[src/rtl/poe_pkg.sv]
package poe_pkg;
    typedef enum logic [1:0] {
        MODE_EDGE  = 2'b00,
        MODE_DIV_A = 2'b01,
        MODE_DIV_B = 2'b10,
        MODE_DIV_C = 2'b11
    } accept_mode_e;

    typedef enum logic [1:0] {
        FL_CLEAR  = 2'b00,
        FL_RAISED = 2'b01,
        FL_SEEN   = 2'b10
    } flag_state_e;

    localparam int REG_W      = 16;
    localparam int BIT_IE     = 8;
    localparam int BIT_HIZ    = 9;
    localparam int BIT_FLAG   = 12;
    localparam int NUM_RATES  = 3;
endpackage

[src/rtl/poe_sync.sv]
module poe_sync #(
    parameter int STAGES = 2
) (
    input  logic clk,
    input  logic rst_n,
    input  logic async_in,
    output logic sync_out
);
    logic [STAGES-1:0] chain_q;

    always_ff @(posedge clk or negedge rst_n) begin
        if (!rst_n) chain_q <= '1;
        else        chain_q <= {chain_q[STAGES-2:0], async_in};
    end

    assign sync_out = chain_q[STAGES-1];
endmodule

[src/rtl/poe_prescale.sv]
module poe_prescale #(
    parameter int DIV_A = 8,
    parameter int DIV_B = 16,
    parameter int DIV_C = 128
) (
    input  logic                          clk,
    input  logic                          rst_n,
    output logic [poe_pkg::NUM_RATES-1:0] ticks
);
    localparam int CNT_W = $clog2(DIV_C);
    localparam int DIVS [poe_pkg::NUM_RATES] = '{DIV_A, DIV_B, DIV_C};

    logic [CNT_W-1:0] div_q;

    always_ff @(posedge clk or negedge rst_n) begin
        if (!rst_n) div_q <= '0;
        else        div_q <= div_q + 1'b1;
    end

    for (genvar i = 0; i < poe_pkg::NUM_RATES; i++) begin : g_tick
        localparam int LW = $clog2(DIVS[i]);
        assign ticks[i] = &div_q[LW-1:0];
    end
endmodule

[src/rtl/poe_accept.sv]
module poe_accept
    import poe_pkg::*;
#(
    parameter int RUN_LEN = 16
) (
    input  logic                  clk,
    input  logic                  rst_n,
    input  logic                  pin_s,
    input  accept_mode_e          mode,
    input  logic [NUM_RATES-1:0]  ticks,
    output logic                  detect
);
    localparam int RUN_W = $clog2(RUN_LEN);

    logic             prev_q;
    logic [RUN_W-1:0] run_q;
    logic             tick_sel;
    logic             edge_hit;
    logic             run_hit;

    always_comb begin
        unique case (mode)
            MODE_DIV_A: tick_sel = ticks[0];
            MODE_DIV_B: tick_sel = ticks[1];
            MODE_DIV_C: tick_sel = ticks[2];
            default:    tick_sel = 1'b0;
        endcase
    end

    assign edge_hit = (mode == MODE_EDGE) && prev_q && !pin_s;
    assign run_hit  = tick_sel && !pin_s && (run_q == RUN_W'(RUN_LEN - 1));
    assign detect   = edge_hit || run_hit;

    always_ff @(posedge clk or negedge rst_n) begin
        if (!rst_n) begin
            prev_q <= 1'b1;
            run_q  <= '0;
        end else begin
            prev_q <= pin_s;
            if (tick_sel) begin
                if (pin_s || run_hit) run_q <= '0;
                else                  run_q <= run_q + 1'b1;
            end
        end
    end


    high_sample_restarts_chk: assert property (@(posedge clk) disable iff (!rst_n)
        (tick_sel && pin_s) |=> (run_q == '0));
endmodule

[src/rtl/poe_detect.sv]
module poe_detect
    import poe_pkg::*;
#(
    parameter int DIV_A   = 8,
    parameter int DIV_B   = 16,
    parameter int DIV_C   = 128,
    parameter int RUN_LEN = 16
) (
    input  logic        clk,
    input  logic        rst_n,
    input  logic        pin_n,
    input  logic        wr_en,
    input  logic        rd_en,
    input  logic [15:0] wdata,
    output logic [15:0] rdata,
    output logic        oe_kill,
    output logic        irq_req
);
    logic                 pin_s;
    logic [NUM_RATES-1:0] ticks;
    logic                 detect;
    accept_mode_e         mode_q;
    logic                 ie_q;
    logic                 hiz_q;
    logic                 locked_q;
    flag_state_e          fl_q, fl_d;
    logic                 flag;
    logic                 clear_wr;

    poe_sync #(.STAGES(2)) u_sync (
        .clk(clk), .rst_n(rst_n), .async_in(pin_n), .sync_out(pin_s)
    );

    poe_prescale #(.DIV_A(DIV_A), .DIV_B(DIV_B), .DIV_C(DIV_C)) u_pre (
        .clk(clk), .rst_n(rst_n), .ticks(ticks)
    );

    poe_accept #(.RUN_LEN(RUN_LEN)) u_acc (
        .clk(clk), .rst_n(rst_n), .pin_s(pin_s), .mode(mode_q),
        .ticks(ticks), .detect(detect)
    );

    // Control register: mode and interrupt enable lock after first write
    always_ff @(posedge clk or negedge rst_n) begin
        if (!rst_n) begin
            mode_q   <= MODE_EDGE;
            ie_q     <= 1'b0;
            hiz_q    <= 1'b0;
            locked_q <= 1'b0;
        end else if (wr_en) begin
            hiz_q <= wdata[BIT_HIZ];
            if (!locked_q) begin
                mode_q   <= accept_mode_e'(wdata[1:0]);
                ie_q     <= wdata[BIT_IE];
                locked_q <= 1'b1;
            end
        end
    end

    assign clear_wr = wr_en && !wdata[BIT_FLAG];

    // Flag state register
    always_ff @(posedge clk or negedge rst_n) begin
        if (!rst_n) fl_q <= FL_CLEAR;
        else        fl_q <= fl_d;
    end

    // Flag next-state logic
    always_comb begin
        fl_d = fl_q;
        unique case (fl_q)
            FL_CLEAR:  if (detect) fl_d = FL_RAISED;
            FL_RAISED: if (rd_en)  fl_d = FL_SEEN;
            FL_SEEN: begin
                if (clear_wr && detect) fl_d = FL_RAISED;
                else if (clear_wr)      fl_d = FL_CLEAR;
            end
            default:                    fl_d = FL_CLEAR;
        endcase
    end

    // Outputs
    always_comb begin
        flag                = (fl_q != FL_CLEAR);
        oe_kill             = flag && hiz_q;
        irq_req             = flag && ie_q;
        rdata               = '0;
        rdata[1:0]          = mode_q;
        rdata[BIT_IE]       = ie_q;
        rdata[BIT_HIZ]      = hiz_q;
        rdata[BIT_FLAG]     = flag;
    end


    locked_fields_chk: assert property (@(posedge clk) disable iff (!rst_n)
        (locked_q && wr_en) |=> ($stable(mode_q) && $stable(ie_q)));


    flag_sticky_chk: assert property (@(posedge clk) disable iff (!rst_n)
        (flag && !wr_en) |=> flag);


    detect_wins_chk: assert property (@(posedge clk) disable iff (!rst_n)
        (flag && detect) |=> flag);


    clear_needs_write_chk: assert property (@(posedge clk) disable iff (!rst_n)
        $fell(flag) |-> $past(clear_wr));


    detect_sets_chk: assert property (@(posedge clk) disable iff (!rst_n)
        detect |=> flag);
endmodule

[config.mk]
export PLATFORM = sky130hd
export DESIGN_NAME = poe_detect
export DESIGN_NICKNAME = d
export VERILOG_FILES = /design/src/rtl/poe_pkg.sv /design/src/rtl/poe_sync.sv /design/src/rtl/poe_prescale.sv /design/src/rtl/poe_accept.sv /design/src/rtl/poe_detect.sv
export SDC_FILE = /design/constraint.sdc
export NUM_CORES = 1
export LEC_CHECK = 0
export BUFFER_PORTS_ARGS = -buffer_cell sky130_fd_sc_hd__buf_2
export CAP_MARGIN = 10
export CELL_PAD_IN_SITES_DETAIL_PLACEMENT = 2
export CELL_PAD_IN_SITES_GLOBAL_PLACEMENT = 2
export CORE_ASPECT_RATIO = 1.4
export CORE_UTILIZATION = 28
export CTS_BUF_LIST = sky130_fd_sc_hd__clkbuf_8
export DETAILED_ROUTE_END_ITERATION = 7
export PLACE_DENSITY_LB_ADDON = 0.05
export SLEW_MARGIN = 20
export SYNTH_ARGS = -nofsm -noshare
export SYNTH_HDL_FRONTEND = slang
export SYNTH_SLANG_ARGS = --single-unit
[constraint.sdc]
create_clock -name clk -period 1.66 [get_ports clk]
set_clock_uncertainty 0.15 [all_clocks]
set_input_delay 0 -clock clk [delete_from_list [all_inputs] [get_ports clk]]
set_output_delay 0 -clock clk [all_outputs]
set_load 0.05 [all_outputs]
==> results of run 1 <==
## state kept, by name (all words and copies together), names as in the netlist
| register | flops |
|---|---|
| u_acc.prev_q | 1 |
| ie_q | 1 |
| u_pre.div_q | 7 |
| u_acc.run_q | 4 |
| fl_q | 2 |
| u_sync.chain_q | 2 |
| hiz_q | 1 |
| mode_q | 2 |
| locked_q | 1 |
## metal layers
metal  vias up  wire length (um)  track usage, %
li1        360                 -               -
met2        14              1350            24.2
met3         4                61            2.45
met5         -                 0               0
met4         0                31            5.26
met1       390               880            13.6
## power by group through the flow
stage	combinational, W	sequential [W]	clock [W]
global placement	0.000352	0.000618	0
finish	0.000378	0.000613	0.000328
detailed placement	0.000361	0.000624	0
global route	0.000407	0.000623	0.000361
floorplan	0.000286	0.000630	0
CTS	0.000385	0.000614	0.000344
## synth_stat cells (2+ instances only)
cell / number
dfrtp_1: 18
buf_4: 14
o21ai_0: 5
mux2_2: 4
nand2_1: 4
xnor2_1: 4
dfstp_2: 3
ha_1: 3
nand3_1: 3
nor2_1: 3
o31ai_1: 3
a21oi_1: 2
and2_1: 2
and3_2: 2
inv_1: 2
nand2b_1: 2
or2_2: 2
## logic make-up (layout without fill, tap and decap cells)
group | after synthesis | after routing | share of synthesized area [%]
and+or+nand+nor | 27 | 27 | 15.9
xor gates and xnor gates | 4 | 4 | 3.37
muxes | 4 | 4 | 4.33
AOI/OAI and AO/OA | 15 | 15 | 10.8
adders and majority gates | 3 | 3 | 3.61
DFF | 21 | 21 | 50.8
other | 1 | 11 | 0.360
buffers and inverters | 16 | 41 | 10.8
## timing repair
action	4_1_cts	5_1_grt
setup endpoints to repair	5	4
setup buffers	0	1
pin swaps	3	0
cloned	0	0
hold buffers	9	0
gates resized for setup	3	0
endpoints found under the hold margin	29	0
## worst max path at each step
stage	start	to	slack [ps]	cells past startpoint
final	u_pre.div_q[1]	u_acc.run_q[2]	40	6
after global routing	u_pre.div_q[1]	u_acc.run_q[2]	-80	6
after CTS	u_pre.div_q[1]	u_acc.run_q[2]	10	6
after detailed placement	u_pre.div_q[0]	u_acc.run_q[2]	-50	6
after global placement	u_pre.div_q[0]	u_acc.run_q[2]	-20	6
after floorplan	mode_q[0]	fl_q[0]	40	3
## final cells by class
type | instances | area (sq um) | share of cell area (%)
inverters | 2 | 7.51 | 0.561
repair buffers | 35 | 245 | 18.3
well taps | 40 | 50.0 | 3.74
clock inverters | 1 | 3.75 | 0.281
flip-flops and latches | 21 | 532 | 39.8
multi-input cells | 64 | 458 | 34.2
clock buffers | 3 | 41.3 | 3.09
## critical path, stage by stage (launching register included)
cell	delay [ps]
dfrtp_1	400
ha_4	170
ha_1	140
nand2b_1	70
o211a_4	170
or2_4	260
o41ai_2	190
## through the flow
| step | setup WS [ps] | power, W | std cells | util, % | area (sq um) |
|---|---|---|---|---|---|
| after global routing | -81.5 | 0.00139 | 166 | 38.5 | 1340 |
| final | 35.8 | 0.00132 | 166 | 38.5 | 1340 |
| after floorplan | 39.7 | 0.000916 | 101 | - | 1080 |
| after global placement | -17.3 | 0.000970 | 152 | 33.9 | 1180 |
| after CTS | 10.8 | 0.00134 | 165 | 38.3 | 1330 |
| after detailed placement | -51.2 | 0.000985 | 152 | 33.9 | 1180 |
==> results.txt, run 1 <==
global-route wire length before repair -> 3640 um
Worst EP arrival -> 1640 ps
Startpoint Class -> flop
Starting Density -> 30.0%
Mapped Avg Cell Area -> 11.4 sq um
biggest area consumer among synthesized cells -> dfrtp_1
leading post-synthesis cells by cell area -> dfrtp_1 (43%), buf_4 (10%), dfstp_2 (7.6%)
total global routing overflow -> 0
antenna violations before repair -> 0
Die Wd -> 53.5 um
Routed Antenna Nets -> 0
Synth Instances -> 91
CP Capture Type -> flop
reg-to-reg endpoint -> u_acc.run_q[2]
Fin Hold WS -> -5.06 ps
worst hold path depth -> 4
DR pass1 iterations -> 2
part of the power in combinational logic -> 28.7%
later-pin clock latency in the skew report -> 260 ps
Fmax -> 616 MHz
status -> finished with violations
Tot GR Track Use -> 12.9%
worst hold path type -> in -> reg
min cycle time layout -> 1620 ps
PD cells -> 986 mW/mm^2
initial DRC count -> 5
fraction of registers with async set/reset -> 100%
Sink Count -> 21
vias in the first global route -> 802
sequential share of the synthesized area -> 50.8%
core area -> 0.00347 sq mm
Flop pwr share -> 46.5%
vias per inst -> 4.63
drt wl/cell -> 14.0 um
worst-case clock buffer depth -> 2
row count -> 25
Ports -> 39
max cap viols -> 0
die area -> 0.00397 sq mm
Max VDD drop -> 0.343 mV
Worst Min Path Start -> wdata[12]
die span in y -> 74.1 um
setup_tns -> 0 ps
layout cells sized above 1 -> 39.7%
Setup CP Type -> reg -> reg
LEAKAGE -> 0.626 nW
largest net degree at the start of global routing -> 22
Hold Path End -> fl_q[1]
endpoints failing setup -> 0
RSZ-0062 raised after global routing -> yes
clk root buf -> clkbuf_8
commonest non-fill, non-tap cells in the layout -> dfrtp_1 (16), buf_2 (16), conb_1 (11)
DR DRC count -> 0
Max FO, Critical Path -> 5
failing checks -> negative hold slack
R2R setup slack -> 40 ps
Placer Congestion -> 0.643
R2R cell count -> 6
routed wire length -> 2330 um
Yosys reg bits -> 21
Psw -> 0.000466 W
switching share of power -> 35.3%
number of flops mapped to enable cells by yosys -> 0
I/O Buffers -> 16
Final HPWL DP -> 1670 um
internal power -> 0.000853 W
Reg clk slew, reported paths -> 80 ps
number of fillers in the final layout -> 381
Required @ worst endpoint -> 1680 ps
Vias -> 768
Slew Viols, Final -> 0
crit share post-route -> 97.8%
YS warnings -> 0
predominant post-synthesis flop cell -> dfrtp_1
worst r2r src -> u_pre.div_q[1]
clock share of power -> 24.9%
Antenna diodes -> 0
final hold vios -> 1
Final nets -> 151
Num CTS Buffers -> 3
Yosys cell types -> 32
Cell Area, Synth -> 0.00104 sq mm
top-area cell type share of the netlist area -> 43.3%
CTS tree -> built
Area Growth Syn to Fin -> 28.5%
H-tree levels -> 1
No activity file was read; power rests on OpenSTA's default activity.
==> inputs of run 2 (changes only) <==
- CAP_MARGIN: 10 -> not set
- RECOVER_POWER: not set -> 50
==> results.txt, run 2 (synthesis gave the netlist of run 1 again) <==
Num CTS Buffers -> 3 (unchanged)
post-place setup slack -> -51.2 ps (unchanged)
register area -> 532 sq um (unchanged)
crit share post-route -> 97.8% (about the same)
Placer Congestion -> 0.643 (unchanged)
global-route wire length before repair -> 3640 um (unchanged)
I/O Buffers -> 16 (unchanged)
worst-case clock buffer depth -> 2 (unchanged)
clk root buf -> clkbuf_8
commonest non-fill, non-tap cells in the layout -> dfrtp_1 (16), buf_2 (15), conb_1 (11)
Vias -> 768 (unchanged)
biggest regs -> u_pre.div_q: 7 flops, u_acc.run_q: 4 flops
layout cells sized above 1 -> 38.1% (-1.6 points)
Required @ worst endpoint -> 1680 ps (about the same)
drt wl/cell -> 14.0 um (-0.13%)
Non-Filler Instances -> 166 (unchanged)
antenna violations before repair -> 0 (unchanged)
endpoints failing setup -> 0 (unchanged)
Max VDD drop -> 0.343 mV (unchanged)
worst hold path type -> in -> reg
status -> finished with violations
Slew HR -> 24.3%
CTS tree -> built
Fmax -> 616 MHz (about the same)
die span in y -> 74.1 um (unchanged)
final hold vios -> 1 (unchanged)
LEAKAGE -> 0.621 nW (-0.91%)
Biggest register -> u_pre.div_q
PD cells -> 990 mW/mm^2 (+0.35%)
Startpoint Class -> flop
Fin Hold WS -> -5.06 ps (unchanged)
DR pass1 iterations -> 2 (unchanged)
Sink Count -> 21 (unchanged)
vias in the first global route -> 802 (unchanged)
Routed Antenna Nets -> 0 (unchanged)
core area -> 0.00347 sq mm (unchanged)
initial DRC count -> 5 (unchanged)
later-pin clock latency in the skew report -> 260 ps (about the same)
Reg clk slew, reported paths -> 80 ps (about the same)
CP Capture Type -> flop
Ports -> 39 (unchanged)
Setup CP Type -> reg -> reg
max reg flops -> 7 (unchanged)
DR DRC count -> 0 (unchanged)
Worst EP arrival -> 1640 ps (about the same)
number of fillers in the final layout -> 382 (+0.26%)
Final nets -> 151 (unchanged)
multi-input logic area -> 458 sq um (unchanged)
most common cell after layout, fill and taps aside -> dfrtp_1
Max FO, Critical Path -> 5 (unchanged)
Tot GR Track Use -> 12.9% (unchanged)
Die Wd -> 53.5 um (unchanged)
vias per inst -> 4.63 (unchanged)
failing checks -> negative hold slack
row count -> 25 (unchanged)
routed wire length -> 2320 um (-0.13%)
RSZ-0062 raised after global routing -> yes
die area -> 0.00397 sq mm (unchanged)
Area Growth Syn to Fin -> 28.0%
total global routing overflow -> 0 (unchanged)
min cycle time layout -> 1620 ps (-0.593 ps)
Final HPWL DP -> 1670 um (unchanged)
largest net degree at the start of global routing -> 22 (unchanged)
post-route setup slack -> 36.4 ps (+0.593 ps)
max cap viols -> 0 (unchanged)
worst slew pin tran -> 1140 ps
Cell Count Post-Placement -> 152 (unchanged)
H-tree levels -> 1 (unchanged)
Antenna diodes -> 0 (unchanged)
Starting Density -> 30.0% (unchanged)
Slew Viols, Final -> 0 (unchanged)
-- run 2: changes by cell type in the layout (fill, tap and decap cells not counted) --
cell,previous run,this run
buf_1,0,1
buf_2,16,15
buf_4,10,9
clkbuf_1,0,1
-- run 2: what timing repair did --
item	CTS	global route
pin swaps	3	0
gates cloned	0	0
hold endpoints to repair	29	0
buffers inserted	0	1
setup endpoints to repair	5	4
hold buffers	9	0
resized for setup	3	0
-- run 2: area by class of cell --
| class | count | area share, % |
|---|---|---|
| Timing Repair Buffer | 35 | 18.0 |
| Inverter | 2 | 0.563 |
| Tap cell | 40 | 3.76 |
| Clock inverter | 1 | 0.282 |
| Sequential cell | 21 | 39.9 |
| Multi-Input combinational cell | 64 | 34.4 |
| Clock buffer | 3 | 3.10 |
-- run 2: power breakdown --
part | internal [W] | switching (W) | leakage (nW)
Sequential | 0.000563 | 0.0000494 | 0.251
Clock | 0.000165 | 0.000164 | 0.0269
Combinational | 0.000125 | 0.000253 | 0.343
Total | 0.000853 | 0.000466 | 0.621
-- run 2: layer usage --
metal	track usage (%)	vias to the layer above	part of all wire, %
li1	-	360	-
met1	13.6	390	38
met2	24.2	14	58
met3	2.45	4	2.6
met4	5.26	0	1.3
met5	0	-	0
-- run 2: worst max-delay path, cell delays in order (launching register included) --
cell,delay (ps)
dfrtp_1,400
ha_4,170
ha_1,140
nand2b_1,70
o211a_4,170
or2_4,260
o41ai_2,190
-- run 2: worst paths after layout --
check / start / endpoint / depth (start not counted) / slack (ps)
worst max-delay path: u_pre.div_q[1] / u_acc.run_q[2] / 6 / 40
worst min-delay path: wdata[12] / fl_q[1] / 4 / -5
worst max register to register: u_pre.div_q[1] / u_acc.run_q[2] / 6 / 40
worst min register to register: u_sync.chain_q[0] / u_sync.chain_q[1] / 0 / 210
max in group asynchronous: rst_n / mode_q[1] / 2 / 270
min in group asynchronous: rst_n / fl_q[1] / 2 / 330
-- run 2: metrics by stage --
stage | power, W | hold WS, ps | utilization [%] | instance area [sq um] | TNS (ps)
5_1_grt | 0.00139 | 20.8 | 38.4 | 1330 | -363
4_1_cts | 0.00134 | 6.60 | 38.3 | 1330 | 0
2_1_floorplan | 0.000916 | -446 | - | 1080 | 0
3_5_place_dp | 0.000985 | -150 | 33.9 | 1180 | -76.3
3_3_place_gp | 0.000970 | -153 | 33.9 | 1180 | -17.3
6_report | 0.00132 | -5.06 | 38.4 | 1330 | 0
